===== config.mk =====
export PLATFORM = sky130hd
export DESIGN_NAME = aud_fmt_front
export DESIGN_NICKNAME = d
export VERILOG_FILES = /design/src/rtl/aud_fmt_pkg.sv /design/src/rtl/aud_fmt_extract.sv /design/src/rtl/aud_fmt_fifo.sv /design/src/rtl/aud_fmt_front.sv
export SDC_FILE = /design/constraint.sdc
export NUM_CORES = 1
export LEC_CHECK = 0
export BUFFER_PORTS_ARGS = -buffer_cell sky130_fd_sc_hd__buf_2
export CORE_MARGIN = 1
export CORE_UTILIZATION = 40
export CTS_CLUSTER_SIZE = 28
export DETAILED_ROUTE_END_ITERATION = 16
export GPL_ROUTABILITY_DRIVEN = 0
export PLACE_DENSITY_LB_ADDON = 0.3
export SLEW_MARGIN = 40
export SYNTH_ARGS = -nofsm -noshare
export SYNTH_HDL_FRONTEND = slang
export SYNTH_HIERARCHICAL = 1
export SYNTH_SLANG_ARGS = --single-unit

===== constraint.sdc =====
create_clock -name clk_i -period 6.2 [get_ports clk_i]
set_input_delay 1.86 -clock clk_i [delete_from_list [all_inputs] [get_ports clk_i]]
set_output_delay 1.86 -clock clk_i [all_outputs]
set_load 0.005 [all_outputs]

===== src/rtl/aud_fmt_pkg.sv =====
package aud_fmt_pkg;
  typedef enum logic [1:0] {ACC_IDX = 2'd0, ACC_TGL = 2'd1, ACC_ILV = 2'd2, ACC_RSV = 2'd3} acc_e;

  typedef struct packed {
    logic       big;
    logic       msb;
    logic       dual;
    acc_e       acc;
    logic [5:0] vbits;
    logic [3:0] chunk;
    logic [1:0] bsz;
  } mode_t;

  localparam int ST_RDY  = 0;
  localparam int ST_EMP  = 1;
  localparam int ST_FULL = 2;
  localparam int ST_CHNK = 3;
  localparam int ST_UDR  = 4;
  localparam int ST_OVF  = 5;
endpackage


===== src/rtl/aud_fmt_extract.sv =====
module aud_fmt_extract #(
  parameter int OW = 24
) (
  input  logic [31:0]   word_i,
  input  logic          big_i,
  input  logic          msb_i,
  input  logic          half_i,
  input  logic [5:0]    vbits_i,
  input  logic [1:0]    bsz_i,
  output logic [OW-1:0] smp_o
);
  logic [2:0]  nb;
  logic [5:0]  vb;
  logic [5:0]  sh;
  logic [31:0] sw, t, mask;

  always_comb begin
    nb = half_i ? 3'd2 : {1'b0, bsz_i} + 3'd1;
    vb = (vbits_i == 6'd0 || vbits_i > 6'd32) ? 6'd32 : vbits_i;
    if (half_i && vb > 6'd16) vb = 6'd16;
    sw = '0;
    for (int i = 0; i < 4; i++) begin
      if (i < int'(nb)) begin
        if (big_i) sw[i*8 +: 8] = word_i[(int'(nb) - 1 - i)*8 +: 8];
        else       sw[i*8 +: 8] = word_i[i*8 +: 8];
      end
    end
    // move sample MSB to bit 31, then clear bits below valid count
    sh   = msb_i ? (6'd32 - {nb, 3'b000}) : (6'd32 - vb);
    t    = sw << sh;
    mask = 32'hFFFF_FFFF << (6'd32 - vb);
    t    = t & mask;
    smp_o = t[31 -: OW];
  end
endmodule


===== src/rtl/aud_fmt_fifo.sv =====
module aud_fmt_fifo #(
  parameter int W     = 24,
  parameter int DEPTH = 8,
  localparam int AW   = $clog2(DEPTH),
  localparam int CW   = $clog2(DEPTH + 1)
) (
  input  logic          clk_i,
  input  logic          rst_ni,
  input  logic          clr_i,
  input  logic          push_i,
  input  logic          pop_i,
  input  logic [W-1:0]  data_i,
  output logic [W-1:0]  data_o,
  output logic          full_o,
  output logic          empty_o,
  output logic [CW-1:0] free_o
);
  logic [W-1:0]  mem_q [DEPTH];
  logic [AW-1:0] wptr_q, rptr_q;
  logic [CW-1:0] cnt_q;
  logic          do_push, do_pop;

  assign full_o  = (cnt_q == CW'(DEPTH));
  assign empty_o = (cnt_q == '0);
  assign free_o  = CW'(DEPTH) - cnt_q;
  assign do_push = push_i && !full_o;
  assign do_pop  = pop_i && !empty_o;
  assign data_o  = mem_q[rptr_q];

  always_ff @(posedge clk_i or negedge rst_ni) begin
    if (!rst_ni) begin
      wptr_q <= '0;
      rptr_q <= '0;
      cnt_q  <= '0;
    end else if (clr_i) begin
      wptr_q <= '0;
      rptr_q <= '0;
      cnt_q  <= '0;
    end else begin
      if (do_push) wptr_q <= wptr_q + AW'(1);
      if (do_pop)  rptr_q <= rptr_q + AW'(1);
      cnt_q <= cnt_q + CW'(do_push) - CW'(do_pop);
    end
  end

  always_ff @(posedge clk_i) begin
    if (do_push && !clr_i) mem_q[wptr_q] <= data_i;
  end
endmodule


===== src/rtl/aud_fmt_front.sv =====
module aud_fmt_front
  import aud_fmt_pkg::*;
#(
  parameter int DEPTH = 8,
  parameter int OW    = 24,
  localparam int CW   = $clog2(DEPTH + 1)
) (
  input  logic          clk_i,
  input  logic          rst_ni,
  input  logic          wr_en_i,
  input  logic [1:0]    wr_addr_i,
  input  logic [31:0]   wr_data_i,
  input  logic          pop_a_i,
  input  logic          pop_b_i,
  output logic [OW-1:0] smp_a_o,
  output logic [OW-1:0] smp_b_o,
  output logic [5:0]    status_o
);
  mode_t         mode_q;
  logic          tgl_q, udr_q, ovf_q;
  logic          clr, dwr, ilv, tgt_b, push_a, push_b;
  logic [OW-1:0] lane_smp [2];
  logic [OW-1:0] din_b;
  logic [1:0]    full, empty;
  logic [CW-1:0] free [2];

  assign clr = wr_en_i && (wr_addr_i == 2'd0) && wr_data_i[1];
  assign dwr = wr_en_i && wr_addr_i[1];
  assign ilv = (mode_q.acc == ACC_ILV);

  always_ff @(posedge clk_i or negedge rst_ni) begin
    if (!rst_ni) mode_q <= '0;
    else if (wr_en_i && wr_addr_i == 2'd1) begin
      mode_q.dual  <= wr_data_i[1];
      mode_q.big   <= wr_data_i[2];
      mode_q.msb   <= wr_data_i[3];
      mode_q.acc   <= acc_e'(wr_data_i[5:4]);
      mode_q.vbits <= wr_data_i[13:8];
      mode_q.chunk <= wr_data_i[19:16];
      mode_q.bsz   <= wr_data_i[29:28];
    end
  end

  for (genvar g = 0; g < 2; g++) begin : g_lane
    aud_fmt_extract #(.OW(OW)) u_ext (
      .word_i  (ilv ? {16'h0, wr_data_i[g*16 +: 16]} : wr_data_i),
      .big_i   (mode_q.big),
      .msb_i   (mode_q.msb),
      .half_i  (ilv),
      .vbits_i (mode_q.vbits),
      .bsz_i   (mode_q.bsz),
      .smp_o   (lane_smp[g])
    );
  end

  always_comb begin
    unique case (mode_q.acc)
      ACC_TGL: tgt_b = tgl_q;
      ACC_ILV: tgt_b = 1'b0;
      default: tgt_b = wr_addr_i[0];
    endcase
    push_a = dwr && (!mode_q.dual || ilv || !tgt_b);
    push_b = dwr && (!mode_q.dual || ilv || tgt_b);
    din_b  = (ilv && mode_q.dual) ? lane_smp[1] : lane_smp[0];
  end

  aud_fmt_fifo #(.W(OW), .DEPTH(DEPTH)) u_fifo_a (
    .clk_i, .rst_ni, .clr_i(clr), .push_i(push_a), .pop_i(pop_a_i),
    .data_i(lane_smp[0]), .data_o(smp_a_o), .full_o(full[0]),
    .empty_o(empty[0]), .free_o(free[0])
  );

  aud_fmt_fifo #(.W(OW), .DEPTH(DEPTH)) u_fifo_b (
    .clk_i, .rst_ni, .clr_i(clr), .push_i(push_b), .pop_i(pop_b_i),
    .data_i(din_b), .data_o(smp_b_o), .full_o(full[1]),
    .empty_o(empty[1]), .free_o(free[1])
  );

  always_ff @(posedge clk_i or negedge rst_ni) begin
    if (!rst_ni) begin
      tgl_q <= 1'b0;
      udr_q <= 1'b0;
      ovf_q <= 1'b0;
    end else if (clr) begin
      tgl_q <= 1'b0;
      udr_q <= 1'b0;
      ovf_q <= 1'b0;
    end else begin
      if (dwr && mode_q.dual && mode_q.acc == ACC_TGL) tgl_q <= !tgl_q;
      if ((pop_a_i && empty[0]) || (pop_b_i && empty[1])) udr_q <= 1'b1;
      if ((push_a && full[0]) || (push_b && full[1]))     ovf_q <= 1'b1;
    end
  end

  always_comb begin
    status_o          = '0;
    status_o[ST_RDY]  = !full[0] && !full[1];
    status_o[ST_EMP]  = empty[0] && empty[1];
    status_o[ST_FULL] = full[0] && full[1];
    status_o[ST_CHNK] = (32'(free[0]) >= 32'(mode_q.chunk)) &&
                        (32'(free[1]) >= 32'(mode_q.chunk));
    status_o[ST_UDR]  = udr_q;
    status_o[ST_OVF]  = ovf_q;
  end
endmodule


# == Word-level counts from Yosys, hierarchy flattened ==
# Memories as Yosys holds them, arrays and structs flattened.
# Index checks and enable logic that the tools add are counted.
# totals
ff_bits,40
input_bits,39
ram_bits,384
n_memories,2
# op_classes
addsub,17
n_bitwise,2
n_reduce_logical,49
shift,11
n_eq_ne,5
n_mux,44
order_cmp,8
# memory_table
name,words,word_bits,rd,rd_clocked_by_memory_dff,write_ports,line,text
u_fifo_a.mem_q,8,24,1,0,1,aud_fmt_fifo.sv:18,logic [W-1:0] mem_q [DEPTH];
u_fifo_b.mem_q,8,24,1,0,1,aud_fmt_fifo.sv:18,
# ops
op,count
$shiftx A32 B32 Y8,8
$mux W8,16
$and A32 B32 Y32,2
$mux W32,2
$shl A32 B6 Y32,2
$sub A29 B3 Y29 const B,2
$shl A32 B6 Y32 const A,1
$sub A29 B2 Y29 const B,1
$mux W3,9
$logic_and A1 B1 Y1,24
$mux W24,1
$mux W6,3
$reduce_bool A2 Y1,7
$add A3 B1 Y3 const B,4
$sub A6 B6 Y6 const A,2
$mux W1,10
$add A4 B1 Y4,2
$eq A4 B4 Y1 const B,2
$ge A4 B4 Y1,2
$logic_not A1 Y1,8
$logic_not A4 Y1,2
$mux W4,2
$sub A4 B1 Y4,2
$sub A4 B4 Y4 const A,2
12 further kinds,20

# == Longest topological paths before layout ==
# logic_depth
depth_word,11
mapped_depth,21
depth_no_buf,15

# == Modules after synthesis ==
# The synthesis kept the hierarchy.
# modules_own_cells
mod,area_each_um2,cells_per_inst,seq_area_each_um2,instances
aud_fmt_fifo (u_fifo_b),7965.1,353,6015.8,1
aud_fmt_fifo (u_fifo_a),7963.9,354,6015.8,1
aud_fmt_extract (g_lane[1].u_ext),4136.5,599,0.0,1
aud_fmt_extract (g_lane[0].u_ext),4071.4,625,0.0,1
aud_fmt_front,1656.6,149,500.5,1

# == Least setup slack after synthesis ==
# No wires, ideal clock.
# synth_timing
kind,input to register
start,input wr_addr_i[0]
end,"memory u_fifo_a.mem_q[0][0], enable pin"
path_slack_ns,1.066
t_arrival_ns,4.699
setup_time_ns,0.435
path_stages,6
n_path_buf,0
cell_sequence,nand2_1 -> o21ai_1 -> a31oi_1 -> a21boi_2 -> or3b_2 -> nor3_1
# synth_via
elab_chain_len,8
# synth_lines
element,line,text
start: declaration,aud_fmt_front.sv:11,"input logic [1:0] wr_addr_i,"
$pmux W1 S2,aud_fmt_front.sv:57,unique case (mode_q.acc)
$logic_not A1 Y1,aud_fmt_front.sv:62,push_a = dwr && (!mode_q.dual || ilv || !tgt_b);
$logic_or A1 B1 Y1,aud_fmt_front.sv:62,
$logic_and A1 B1 Y1,aud_fmt_front.sv:62,
net push_a,aud_fmt_front.sv:21,"logic clr, dwr, ilv, tgt_b, push_a, push_b;"
$logic_and A1 B1 Y1,aud_fmt_fifo.sv:26,assign do_push = push_i && !full_o;
$logic_and A1 B1 Y1,aud_fmt_fifo.sv:47,if (do_push && !clr_i) mem_q[wptr_q] <= data_i;
$mux W1,aud_fmt_fifo.sv:47,
$mux W1 (implied by the code),aud_fmt_fifo.sv:47,
end: declaration,aud_fmt_fifo.sv:18,
# The timed path passes the listed nets, and every way through them passes these cells.

==> metrics.md <==
| Metric | Value |
|---|---|
| First-iteration detailed-routing DRC count | `roughly 2,600` |
| Initial antenna violation count | `5` |
| Crit Path Category | `reg2reg` |
| Initial core utilization | `0.407` |
| Footprint of the multi-input gates | `0.0123 sq mm` |
| Fillers | `5,643` |
| Inserted Clock Buffers | `45` |
| Leakage | `10.0 nW` |
| Die width | `around 260 microns` |
| Drt pass-1 iters | `6` |
| Arr. time, crit path | `6.02 ns` |
| Peak VDD IR | `0.252 mV` |
| WL/cell | `25.5 microns` |
| IO Port Bufs | `approximately 90` |
| Synth Area per Inst | `approximately 12 sq um` |
| Synth async-reset ratio | `0.0943` |
| Post-route cell area | `about 0.029 sq mm` |
| Root Buffer | `clkbuf_16` |
| GRT overflow | `0` |
| Maximum clock rate | `roughly 0.18 GHz` |
| Top-area cell type share of the netlist area | `0.447` |
| Status | `finished, final reports clean` |
| Slew Limit Fails | `0` |
| Core Area | `around 0.063 sq mm` |
| Final min period | `5.71 ns` |
| Ranking of synthesized cells by area | `edfxtp_1 (45%), mux4_2 (10%), mux2_2 (4.6%), dfrtp_1 (3.9%), ha_1 (2.2%)` |
| Most frequent cells in the layout | `edfxtp_1 (384), nor2_1 (126), nand2_1 (123), mux4_2 (116), mux2_2 (106)` |
| FP Rows | `just over 90` |
| Die height | `256 microns` |
| Post-synthesis sequential area ratio | `0.486` |
| # H-tree levels | `2` |
| Post-synth top flop | `edfxtp_1` |
| Measured slew at the worst slew-check pin | `0.916 ns` |
| Most area-hungry cell type in the Yosys netlist | `edfxtp_1` |
| Residual DRC count | `0` |
| Final setup viols | `0` |
| Clock Path Buffers | `3` |
| Drt total wl | `77,200 microns` |
| Most common cell after layout, fill and taps aside | `edfxtp_1` |
| R2R depth | `15` |
| Clock skew | `0.0339 ns` |
| Layout Nets | `2,231` |
| R2r setup slk | `0.49 ns` |
| Share of layout cells above drive strength 1 | `0.268` |
| CTS Hold Bufs | `0` |
| Post-detail-place hpwl | `~53,000 microns` |
| Syn Inst Count | `2,080` |
| Post-synth EDFFs | `around 380` |
| Share of the core filled with cells | `0.453` |
| Worst-path fanout max | `43` |
| Flop and latch count out of synthesis | `424` |
| Via count | `19,580` |
| Post-synth cell types | `112` |
| GRT Overall Usage | `0.231` |
| Post-Route Setup TNS | `0 ns` |
| Cell area after synthesis | `between 0.02 and 0.03 sq mm` |
| Worst skew pair latency | `approximately 0.6 ns` |
| Register area | `about 0.013 sq mm` |
| Period utilization | `0.921` |
| RR Startpoint | `mode_q[12]$_DFFE_PN0P_` |
| Setup bufs post-CTS | `0` |
| Cell Count, Final, Fillers Out | `just over 3,000` |
| CP required | `6.51 ns` |
| Reg2reg end | `u_fifo_b/mem_q[4][9]$_DFFE_PP_` |
| First-pass GRT wire length | `116,000 microns` |
| CTS tree | `done` |
| Sink Count | `roughly 420` |
| Clock transition at path regs | `roughly 0.060 ns` |
| Worst Hold Depth | `2` |
| Syn-to-layout area delta | `11.5%` |
| Setup crit end kind | `flip-flop` |
| HP Class | `reg2reg` |
| Drt via density | `between 6 and 7` |
| Placed Cells | `approximately 2,900` |
| Largest net degree at the start of global routing | `between 50 and 60` |
| # IOs | `93` |
| Vias in the first global route | `18,771` |
| Syn Nets | `2,167` |
| Worst Setup EP | `u_fifo_b/mem_q[4][9]$_DFFE_PP_` |
| RSZ-0062 raised after global routing | `no` |
| Post-CTS resize count | `0` |
| Worst Setup SP | `mode_q[12]$_DFFE_PN0P_` |
| Ys Warns | `6` |
| Post-route ant nets | `0` |
| Max-Cap Viols | `0` |
| PwrDens | `494 mW/mm^2` |
| Endpoints failing hold | `0` |
| Die ar. | `0.0655 sq mm` |
| Crit path launch type | `flip-flop` |
| Slew headroom | `0.387` |
| Fin Hold WS | `0.509 ns` |
| Placed cell area | `0.0272 sq mm` |
## Yosys cell counts, types with 39 or more instances
cell type and instances:
edfxtp_1 384, nor2_1 139, nand2_1 123, mux4_2 116
mux2_2 106, a21oi_1 89, o21ai_0 81, clkbuf_1 64
mux2i_1 56, buf_2 55, nand3_1 53, o211ai_1 47
ha_1 46, dfrtp_1 40, inv_1 39
## how the worst min path moves through the flow
stage	from	slack (ns)	end
floorplan	udr_q$_DFFE_PN0P_	0.47	udr_q$_DFFE_PN0P_
global placement	ovf_q$_DFFE_PN0P_	0.50	ovf_q$_DFFE_PN0P_
detailed placement	ovf_q$_DFFE_PN0P_	0.50	ovf_q$_DFFE_PN0P_
CTS	ovf_q$_DFFE_PN0P_	0.52	ovf_q$_DFFE_PN0P_
global route	ovf_q$_DFFE_PN0P_	0.58	ovf_q$_DFFE_PN0P_
finish	ovf_q$_DFFE_PN0P_	0.51	ovf_q$_DFFE_PN0P_
## sequential cells by signal (all words and copies together), names as in the netlist
signal / count
u_fifo_b/mem_q: 192
u_fifo_b/wptr_q: 3
u_fifo_b/rptr_q: 3
tgl_q: 1
u_fifo_a/wptr_q: 3
u_fifo_b/cnt_q: 4
u_fifo_a/rptr_q: 3
u_fifo_a/mem_q: 192
ovf_q: 1
u_fifo_a/cnt_q: 4
mode_q: 17
udr_q: 1
## logic make-up (layout without fill, tap and decap cells)
logic type | count (synthesis) | count (layout) | synth area share
buf+inv | 202 | 301 | 0.0404
other cells | 0 | 1 | 0
fa+ha+maj | 48 | 48 | 0.0239
flops | 424 | 424 | 0.486
xor+xnor | 16 | 16 | 0.00543
mux | 301 | 301 | 0.182
compound gates | 529 | 529 | 0.147
simple gates | 560 | 560 | 0.115
## area by class of cell
class / instances / share of cell area
sequential: 424 / 0.436
multi-input combinational: 1454 / 0.429
clock buffer: 52 / 0.0401
timing repair buffer: 175 / 0.0394
tap: 846 / 0.0368
clock inverter: 30 / 0.0128
inverter: 44 / 0.00583
antenna: 1 / 0.0000870
## through the flow
| stage | setup slack (ns) | power [W] |
|---|---|---|
| 6_report | 0.488 | 0.0142 |
| 5_1_grt | 0.405 | 0.0149 |
| 4_1_cts | 0.821 | 0.0141 |
| 3_5_place_dp | 0.845 | 0.0114 |
| 3_3_place_gp | 0.881 | 0.0112 |
| 2_1_floorplan | 1.07 | 0.00911 |
## worst max-delay path: stages (launching register included)
cell and delay [ns]:
dfrtp_1 0.40, inv_1 0.10, ha_4 0.37, buf_4 0.47, nor2_1 0.16, ha_1 0.22
ha_1 0.54, nor4b_1 0.48, nor4_4 0.18, a22oi_1 0.45, mux2i_1 0.26, a221oi_1 0.46
nor3_1 0.08, a2111oi_0 0.75, a2111oi_1 0.11, mux2_2 0.37
## metal layers
layer | global-route usage | share of wire | vias to the layer above | routed length (microns)
met5 | 0 | 0.00034 | - | 26
met4 | 0.0955 | 0.043 | 4 | 3320
met3 | 0.0459 | 0.099 | 222 | 7630
met2 | 0.352 | 0.44 | 1170 | 34200
met1 | 0.323 | 0.41 | 9753 | 32000
li1 | - | - | 8431 | -
## power breakdown
group	total (W)	internal [W]	leakage, nW	switching [W]
logic	0.00725	0.00286	5.27	0.00439
clock network	0.00274	0.00157	0.713	0.00117
registers	0.00421	0.00391	4.02	0.000300
Note: power is estimated with default switching activity, not from simulation.
